<file path="src/rtl/pause_fc_pkg.sv">
package pause_fc_pkg;
  localparam logic [47:0] PAUSE_DEST    = 48'h0180C2000001;
  localparam logic [15:0] MAC_CTRL_TYPE = 16'h8808;
  localparam logic [15:0] PAUSE_OPCODE  = 16'h0001;
  localparam int QUANTA_W     = 16;
  localparam int PARSE_IDX_W  = 5;
  localparam int PARAM_HI_POS = 16;
  localparam int PARAM_LO_POS = 17;

  typedef struct packed {
    logic txStart;
    logic txXoff;
    logic holdLoad;
    logic holdClear;
  } ctrlStrobes_t;

  typedef struct packed {
    logic                txBusy;
    logic                rxEvent;
    logic [QUANTA_W-1:0] rxParam;
  } dpStatus_t;
endpackage

</file>
<file path="src/rtl/pause_fc_datapath.sv">
module pause_fc_datapath
  import pause_fc_pkg::*;
#(
  parameter int                  FRAME_BYTES = 60,
  parameter logic [QUANTA_W-1:0] XOFF_QUANTA = 16'd64
) (
  input  logic                clk,
  input  logic                rstN,
  input  logic [47:0]         stationAddr,
  input  logic                rxValid,
  input  logic                rxSof,
  input  logic                rxEof,
  input  logic [7:0]          rxData,
  input  logic                quantaTick,
  input  ctrlStrobes_t        strobes,
  output dpStatus_t           status,
  output logic                txOutValid,
  output logic                txOutSof,
  output logic                txOutEof,
  output logic [7:0]          txOutData,
  output logic [QUANTA_W-1:0] holdCount
);
  localparam int IDX_W = $clog2(FRAME_BYTES);
  localparam logic [IDX_W-1:0] LAST_IDX = IDX_W'(FRAME_BYTES - 1);
  localparam logic [PARSE_IDX_W-1:0] PARSE_SAT = '1;

  // ---------------- frame generator ----------------
  logic                txBusy;
  logic [IDX_W-1:0]    txIdx;
  logic [QUANTA_W-1:0] txParam;
  int                  txPos;

  always_ff @(posedge clk) begin
    if (!rstN) begin
      txBusy  <= 1'b0;
      txIdx   <= '0;
      txParam <= '0;
    end else if (strobes.txStart && !txBusy) begin
      txBusy  <= 1'b1;
      txIdx   <= '0;
      txParam <= strobes.txXoff ? XOFF_QUANTA : '0;
    end else if (txBusy) begin
      txIdx  <= txIdx + 1'b1;
      txBusy <= (txIdx != LAST_IDX);
    end
  end

  assign txPos = int'(txIdx);

  always_comb begin
    if (txPos < 6)
      txOutData = 8'(PAUSE_DEST >> (8 * (5 - txPos)));
    else if (txPos < 12)
      txOutData = 8'(stationAddr >> (8 * (11 - txPos)));
    else begin
      case (txPos)
        12:           txOutData = MAC_CTRL_TYPE[15:8];
        13:           txOutData = MAC_CTRL_TYPE[7:0];
        14:           txOutData = PAUSE_OPCODE[15:8];
        15:           txOutData = PAUSE_OPCODE[7:0];
        PARAM_HI_POS: txOutData = txParam[15:8];
        PARAM_LO_POS: txOutData = txParam[7:0];
        default:      txOutData = 8'h00;
      endcase
    end
  end

  assign txOutValid = txBusy;
  assign txOutSof   = txBusy && (txIdx == '0);
  assign txOutEof   = txBusy && (txIdx == LAST_IDX);

  // ---------------- receive parser ----------------
  logic [PARSE_IDX_W-1:0] rxIdx, rxPos;
  logic                   rxMatch, byteOk, matchNext, rxEvent;
  logic [7:0]             rxHi, rxLo;
  logic [QUANTA_W-1:0]    rxParam;

  assign rxPos = rxSof ? '0 : rxIdx;

  always_comb begin
    case (rxPos)
      5'd0:    byteOk = (rxData == PAUSE_DEST[47:40]);
      5'd1:    byteOk = (rxData == PAUSE_DEST[39:32]);
      5'd2:    byteOk = (rxData == PAUSE_DEST[31:24]);
      5'd3:    byteOk = (rxData == PAUSE_DEST[23:16]);
      5'd4:    byteOk = (rxData == PAUSE_DEST[15:8]);
      5'd5:    byteOk = (rxData == PAUSE_DEST[7:0]);
      5'd12:   byteOk = (rxData == MAC_CTRL_TYPE[15:8]);
      5'd13:   byteOk = (rxData == MAC_CTRL_TYPE[7:0]);
      5'd14:   byteOk = (rxData == PAUSE_OPCODE[15:8]);
      5'd15:   byteOk = (rxData == PAUSE_OPCODE[7:0]);
      default: byteOk = 1'b1;
    endcase
  end

  assign matchNext = byteOk && (rxSof || rxMatch);

  always_ff @(posedge clk) begin
    if (!rstN) begin
      rxIdx   <= PARSE_SAT;
      rxMatch <= 1'b0;
      rxHi    <= '0;
      rxLo    <= '0;
      rxEvent <= 1'b0;
      rxParam <= '0;
    end else begin
      rxEvent <= 1'b0;
      if (rxValid) begin
        rxMatch <= rxEof ? 1'b0 : matchNext;
        if (rxEof || rxPos == PARSE_SAT) rxIdx <= PARSE_SAT;
        else                             rxIdx <= rxPos + 1'b1;
        if (rxPos == PARSE_IDX_W'(PARAM_HI_POS)) rxHi <= rxData;
        if (rxPos == PARSE_IDX_W'(PARAM_LO_POS)) rxLo <= rxData;
        if (rxEof && matchNext && rxPos >= PARSE_IDX_W'(PARAM_LO_POS)) begin
          rxEvent <= 1'b1;
          rxParam <= (rxPos == PARSE_IDX_W'(PARAM_LO_POS)) ? {rxHi, rxData} : {rxHi, rxLo};
        end
      end
    end
  end

  // ---------------- hold timer ----------------
  always_ff @(posedge clk) begin
    if (!rstN)                               holdCount <= '0;
    else if (strobes.holdClear)              holdCount <= '0;
    else if (strobes.holdLoad)               holdCount <= rxParam;
    else if (quantaTick && holdCount != '0)  holdCount <= holdCount - 1'b1;
  end

  assign status.txBusy  = txBusy;
  assign status.rxEvent = rxEvent;
  assign status.rxParam = rxParam;
endmodule

</file>
<file path="src/rtl/pause_fc_ctrl.sv">
module pause_fc_ctrl
  import pause_fc_pkg::*;
#(
  parameter logic [QUANTA_W-1:0] XOFF_QUANTA = 16'd64
) (
  input  logic         clk,
  input  logic         rstN,
  input  logic         congested,
  input  logic         txPauseEn,
  input  logic         rxPauseEn,
  input  logic         quantaTick,
  input  dpStatus_t    status,
  output ctrlStrobes_t strobes
);
  logic                xoffSent;
  logic [QUANTA_W-1:0] windowCnt;
  logic                windowOpen, wantXoff, wantXon, expireDrop, startNow;

  assign windowOpen = (windowCnt != '0);
  assign wantXoff   = congested && (!xoffSent || !windowOpen);
  assign wantXon    = !congested && xoffSent && windowOpen;
  assign expireDrop = !congested && xoffSent && !windowOpen;
  assign startNow   = txPauseEn && !status.txBusy && (wantXoff || wantXon);

  always_ff @(posedge clk) begin
    if (!rstN) begin
      xoffSent  <= 1'b0;
      windowCnt <= '0;
    end else if (startNow && wantXoff) begin
      xoffSent  <= 1'b1;
      windowCnt <= XOFF_QUANTA;
    end else if (startNow || expireDrop) begin
      xoffSent  <= 1'b0;
      windowCnt <= '0;
    end else if (quantaTick && windowOpen) begin
      windowCnt <= windowCnt - 1'b1;
    end
  end

  always_comb begin
    strobes.txStart   = startNow;
    strobes.txXoff    = wantXoff;
    strobes.holdLoad  = rxPauseEn && status.rxEvent && (status.rxParam != '0);
    strobes.holdClear = !rxPauseEn || (status.rxEvent && status.rxParam == '0);
  end
endmodule

</file>
<file path="src/rtl/pause_flow_ctrl.sv">
module pause_flow_ctrl
  import pause_fc_pkg::*;
#(
  parameter int                  FRAME_BYTES = 60,
  parameter logic [QUANTA_W-1:0] XOFF_QUANTA = 16'd64
) (
  input  logic        clk,
  input  logic        rstN,
  input  logic [47:0] stationAddr,
  input  logic        txPauseEn,
  input  logic        rxPauseEn,
  input  logic        congested,
  input  logic        quantaTick,
  input  logic        rxValid,
  input  logic        rxSof,
  input  logic        rxEof,
  input  logic [7:0]  rxData,
  output logic        txOutValid,
  output logic        txOutSof,
  output logic        txOutEof,
  output logic [7:0]  txOutData,
  output logic        txHold
);
  ctrlStrobes_t        strobes;
  dpStatus_t           dpStat;
  logic [QUANTA_W-1:0] holdCount;

  pause_fc_ctrl #(.XOFF_QUANTA(XOFF_QUANTA)) u_ctrl (
    .clk(clk), .rstN(rstN), .congested(congested), .txPauseEn(txPauseEn),
    .rxPauseEn(rxPauseEn), .quantaTick(quantaTick), .status(dpStat), .strobes(strobes)
  );

  pause_fc_datapath #(.FRAME_BYTES(FRAME_BYTES), .XOFF_QUANTA(XOFF_QUANTA)) u_dp (
    .clk(clk), .rstN(rstN), .stationAddr(stationAddr), .rxValid(rxValid),
    .rxSof(rxSof), .rxEof(rxEof), .rxData(rxData), .quantaTick(quantaTick),
    .strobes(strobes), .status(dpStat), .txOutValid(txOutValid), .txOutSof(txOutSof),
    .txOutEof(txOutEof), .txOutData(txOutData), .holdCount(holdCount)
  );

  assign txHold = (holdCount != '0);
endmodule

</file>
<file path="config.mk">
export PLATFORM = sky130hd
export DESIGN_NAME = pause_flow_ctrl
export DESIGN_NICKNAME = d
export VERILOG_FILES = /design/src/rtl/pause_fc_pkg.sv /design/src/rtl/pause_fc_datapath.sv /design/src/rtl/pause_fc_ctrl.sv /design/src/rtl/pause_flow_ctrl.sv
export SDC_FILE = /design/constraint.sdc
export NUM_CORES = 1
export LEC_CHECK = 0
export ABC_AREA = 1
export CAP_MARGIN = 20
export CORE_UTILIZATION = 35
export DETAILED_ROUTE_END_ITERATION = 10
export DONT_BUFFER_PORTS = 1
export GPL_TIMING_DRIVEN = 1
export PLACE_DENSITY_LB_ADDON = 0.1
export SLEW_MARGIN = 10
export SYNTH_ARGS = -nofsm -noshare
export SYNTH_HDL_FRONTEND = slang
export SYNTH_SLANG_ARGS = --single-unit
</file>
<file path="constraint.sdc">
create_clock -name clk -period 2.38 [get_ports clk]
set_input_delay 0.238 -clock clk [delete_from_list [all_inputs] [get_ports clk]]
set_output_delay 0.238 -clock clk [all_outputs]
set_load 0.01 [all_outputs]
</file>
* Yosys cells after proc, flatten, opt, wreduce, memory -nomap -nowiden
Index checks and enable logic that the tools add are counted.
Word-level totals: input port bits 65, output and inout port bits 12, flip-flop bits (word level) 95, word-level logic and storage cells 116
Operators by class: shift operators 2, add/subtract/negate cells 6, bitwise logic cells 1, muxes and demuxes 19, eq/ne operators 24, reduce and logical (&&, ||, !) cells 48, order comparisons 3
Operator list (count):
- $reduce_bool 16->1 | 3
- $shr 48x32->8 | 1
- $shr 41x32->8 const A | 1
- $pmux 8 s5 | 1
- $mux 16 | 2
- $sub 16x1->16 const B | 2
- $mux 7 | 4
- $eq 8x8->1 const B | 3
- $mux 8 | 3
- $eq 5x4->1 const B | 4
- $eq 6x4->1 const B | 3
- $logic_and 1x1->1 | 18
- $logic_not 16->1 | 1
- $eq 5x5->1 const B | 3
- $eq 6x5->1 const B | 2
- $eq 5x2->1 const B | 2
- $eq 5x3->1 const B | 2
- $mux 5 | 2
- $reduce_or 3->1 | 3
- $eq 8x1->1 const B | 1
- $eq 8x4->1 const B | 1
- $logic_not 8->1 | 1
- $reduce_and 2->1 | 4
- $sub 3x6->7 const A | 1
- other kinds (19) | 35

* Longest topological paths before layout
word-level depth 9, depth in mapped cells 19, gate-level depth less buffers 18

* By module
Synthesis repeated with hierarchy kept, for this count alone.
Second synthesis, totals: cells, all modules 830, area, all modules 5358.9 µm²
By module, submodules not included:
- pause_fc_datapath | sequential area each 1261.2 µm², instances 1, area each 4052.6 µm², cells each 632
- pause_fc_ctrl | sequential area each 340.3 µm², instances 1, area each 1249.9 µm², cells each 183
- pause_flow_ctrl | sequential area each 0.0 µm², instances 1, area each 56.3 µm², cells each 15

* Worst setup path after synthesis
No wires, ideal clock.
path kind register to output, start register u_dp.txIdx[2], end output port txOutData[7], data required time 2.142 ns, arrival time 1.825 ns, path buffers 1, setup slack 0.317 ns, stages on the path, launching flop included 11, cells stage by stage dfxtp_1 > buf_2 > clkinv_1 > ha_1 > a21oi_1 > nor2_1 > nand2_1 > nor2_1 > nand3_1 > nor3_1 > or3_1
On the way: cells in the longest elaborated chain, start to end 4, elaborated cells between the ends (all ways) 14, those cells by class add/sub: 2; order compare: 2; eq/ne: 5; shift: 2; mux: 3
RTL lines:
- start, declared | line pause_fc_datapath.sv:29 | logic [IDX_W-1:0] txIdx;
- start signal, assigned | line pause_fc_datapath.sv:43 | txIdx <= txIdx + 1'b1;
- $sub 4x6->7 (tied with other cells) | line pause_fc_datapath.sv:54 | txOutData = 8'(stationAddr >> (8 * (11 - txPos)));
- $shr 48x32->8 or $pmux 8 s5 (tied branches) | line pause_fc_datapath.sv:54, pause_fc_datapath.sv:56
- $mux 8 | line pause_fc_datapath.sv:53 | else if (txPos < 12)
- $mux 8 (*) | line pause_fc_datapath.sv:51 | if (txPos < 6)
- end, declared | line pause_flow_ctrl.sv:21 | output logic [7:0] txOutData,
Every way passes the cells marked *; elsewhere a longest branch is shown, timed or not.

* Worst setup path after layout
Ends and elaborated chain as after synthesis.

==> summary.md <==
| Metric | Value |
|---|---|
| Reg2reg start | `u_dp.rxIdx[0]$_SDFFE_PN1P_` |
| # port buffers | `0` |
| TNS Setup | `0 ns` |
| Tcrit/Tclk final | `0.938` |
| DR DRC count | `0` |
| Hold violation count in the final report | `0` |
| CP Launch Point | `u_dp.txIdx[2]$_SDFFE_PP0P_` |
| Post-Syn Instances | `757` |
| Non-Filler Instances | `958` |
| Yosys cell types | `43` |
| RSZ-0062 raised after global routing | `no` |
| Fin area | `5620 sq um` |
| Die H | `121 um` |
| Util after Layout | `0.406` |
| Die X | `121 um` |
| Slew @ Worst Pin | `0.705 ns` |
| Sequential share of power | `0.301` |
| Clock transition at path regs | `0.06 ns` |
| Die area | `14,600 sq um` |
| Core box area | `13,800 sq um` |
| Setup violations, final | `0` |
| Antenna diode count | `0` |
| Synth async-reset ratio | `0` |
| Routed via count | `4,854` |
| DRT antenna net count | `0` |
| Part of the Yosys area used for sequential elements | `0.324` |
| CP Data Required Time | `2.14 ns` |
| VDD IR-drop max | `0.000444 V` |
| Final period demand of the worst path | `2.23 ns` |
| Crit path largest cell delay | `0.41 ns` |
| DRT iter0 DRCs | `368` |
| Sw Pwr | `0.00247 W` |
| Top delay family on crit path | `simple AND/OR/NAND/NOR gates` |
| Largest net degree at the start of global routing | `40` |
| Initial antenna violation count | `0` |
| Via density | `5.07` |
| Post-synth EDFFs | `0` |
| Max Fclk | `448 MHz` |
| Min-delay src | `rxValid` |
| Clk_lat worst skew | `0.35 ns` |
| IO Pins | `77` |
| Reg-to-reg critical path endpoint | `u_dp.rxParam[13]$_SDFFE_PN0P_` |
| Avg WL per Cell | `13.4 um` |
| Final Slew Violations | `0` |
| CTS tree | `built` |
| Syn_nets | `835` |
| Total Routing Usage GR | `0.179` |
| Critical Path End Type | `output port` |
| Critical path class | `flop to output port` |
| H-tree depth | `3` |
| Post-Place Cell Area | `5220 sq um` |
| Worst path bufs/invs | `1` |
| Vias in the first global route | `4,505` |
| CP Capture Point | `txOutData[7]` |
| Yosys warnings | `0` |
| Std-Cell Rows | `43` |
| Drt first pass iters | `4` |
| Arr. time, crit path | `2.00 ns` |
| Worst path most repeated cell | `nor2_1` |
| Synth-to-Final Area Change | `13.9%` |
| Max clock buf depth | `2` |
| Maximum Capacitance Violations | `0` |
| Starting Density | `0.357` |
| Clock network fraction of total power | `0.244` |
| Mean Syn Cell Area | `6.52 sq um` |
| Logic pwr share | `0.454` |
| Placer Congestion | `0.835` |
| Critical path depth | `9` |
| Critical path cell sequence | `clkinv_1 -> ha_1 -> a21oi_1 -> nor2_1 -> nand2_1 -> nor2_1 -> nand3_1 -> nor3_1 -> or3_4` |
| Sw Share | `0.415` |
| Fillcell total | `1,450` |
| LEAKAGE | `2.47 nW` |
| CP max-delay cell | `or3_4` |
| Root buf cell | `clkbuf_16` |
| Status | `finished, final reports clean` |
| Hpwl dp | `9.38 mm` |
| Nets@finish | `851` |
| Internal power | `0.00348 W` |
| Global route overflow | `0` |
| CP Launch Type | `flop` |
| PwrDens | `1060 nW/um^2` |
| Hold crit path type | `primary input to flop` |
| R2r setup slk | `0.30 ns` |
| WL final | `12.8 mm` |
| Global-route wire length before repair | `20.9 mm` |
| Placed cells | `936` |
| Power Total | `0.00595 W` |
| Total CTS buffers | `9` |
| FF-to-FF path depth | `17` |
| Worst rel slew slack | `0.527` |
| Mapped Area | `4940 sq um` |
| Seq cells post-synth | `80` |
| Post-synth top flop | `dfxtp_1` |
| Clk sink count | `80` |
| Layout cell share with drive strength beyond 1 | `0.114` |
| Crit path max fanout | `5` |
| Worst Skew | `0.00815 ns` |
-- area by class of cell --
cell class              instances  area (sq um)  area share
repair buffers                 24           183      0.0325
clock inverters                 4          51.3     0.00913
clock buffers                  12           256      0.0456
well taps                     180           225      0.0401
multi-input cells             532          2830       0.503
flip-flops and latches         80          1600       0.285
inverters                     126           475      0.0846
-- registers in the layout, summed over array words and instances, names as in the netlist --
name	count
u_dp.rxHi	8
u_dp.rxEvent	1
u_ctrl.windowCnt	16
u_dp.rxParam	16
u_dp.txIdx	6
u_dp.holdCount	16
u_dp.rxIdx	5
u_ctrl.xoffSent	1
u_dp.rxMatch	1
u_dp.rxLo	8
u_dp.txOutValid	1
u_dp.txParam	1
-- cell families (layout without fill, tap and decap cells) --
kind of cell,after synthesis,after routing,synth area share
xor+xnor,18,18,0.0319
simple gates,364,366,0.329
fa+ha+maj,13,13,0.0330
compound gates,127,127,0.148
buf+inv,147,166,0.115
flops,80,80,0.324
mux,8,8,0.0183
-- timing repair --
action	4_1_cts	5_1_grt
buffers inserted	0	3
setup endpoints to repair	0	27
gates resized for setup	0	15
hold buffers	1	0
hold endpoints to repair	6	0
-- routing by layer --
metal / wire length (um) / share of wire / vias to the layer above / track usage
met1: 6070 / 0.47 / 2248 / 0.222
met2: 6000 / 0.47 / 96 / 0.304
li1: - / - / 2499 / -
met5: 0 / 0 / - / 0
met3: 608 / 0.048 / 11 / 0.0514
met4: 121 / 0.0095 / 0 / 0.0424
-- power by group through the flow --
stage / clock network, W / logic [W] / registers, W
floorplan: 0 / 0.00201 / 0.00178
global placement: 0 / 0.00256 / 0.00181
detailed placement: 0 / 0.00260 / 0.00182
CTS: 0.00149 / 0.00262 / 0.00179
global route: 0.00155 / 0.00308 / 0.00183
finish: 0.00145 / 0.00270 / 0.00179
-- worst min path at each step --
stage                                     to  slack, ns  cells past startpoint
2_1_floorplan     u_dp.rxIdx[1]$_SDFFE_PN1P_       0.37                      2
3_3_place_gp      u_dp.rxIdx[1]$_SDFFE_PN1P_       0.32                      1
3_5_place_dp      u_dp.rxIdx[3]$_SDFFE_PN1P_       0.33                      1
4_1_cts        u_dp.rxParam[10]$_SDFFE_PN0P_       0.01                      2
5_1_grt         u_dp.rxParam[9]$_SDFFE_PN0P_       0.02                      2
6_report          u_dp.rxIdx[0]$_SDFFE_PN1P_       0.04                      2
-- synthesized netlist by cell type, drive strengths merged (5+ instances only) --
library cell | count | area (sq um)
nand2 | 153 | 612
inv | 122 | 460
nor2 | 119 | 457
dfxtp | 80 | 1600
o21ai | 52 | 264
a21oi | 38 | 190
nand3 | 34 | 188
nand4 | 30 | 188
xor2 | 16 | 140
clkbuf | 14 | 52.6
ha | 13 | 163
nor3 | 11 | 55.1
o221ai | 10 | 87.6
mux2 | 8 | 90.1
nor4 | 8 | 65.1
buf | 7 | 40.0
o22ai | 7 | 43.8
o211ai | 6 | 45.0
a31oi | 5 | 31.3
-- placed cells by master, fill, tap and decap left out, types with 10 or more instances in the layout --
master	count
a21oi_1	38
buf_4	23
dfxtp_1	79
ha_1	12
inv_1	117
nand2_1	140
nand2_2	12
nand3_1	31
nand4_1	30
nor2_1	109
nor2_2	10
nor3_1	10
o21ai_0	49
o221ai_1	10
xor2_1	16
-- through the flow --
step           setup WS (ns)  hold WS, ns
2_1_floorplan          0.317        0.374
3_3_place_gp           0.199        0.325
3_5_place_dp           0.156        0.333
4_1_cts               0.0144       0.0116
5_1_grt               0.0156       0.0198
6_report               0.147       0.0351
(Power assumes the default switching activity.)
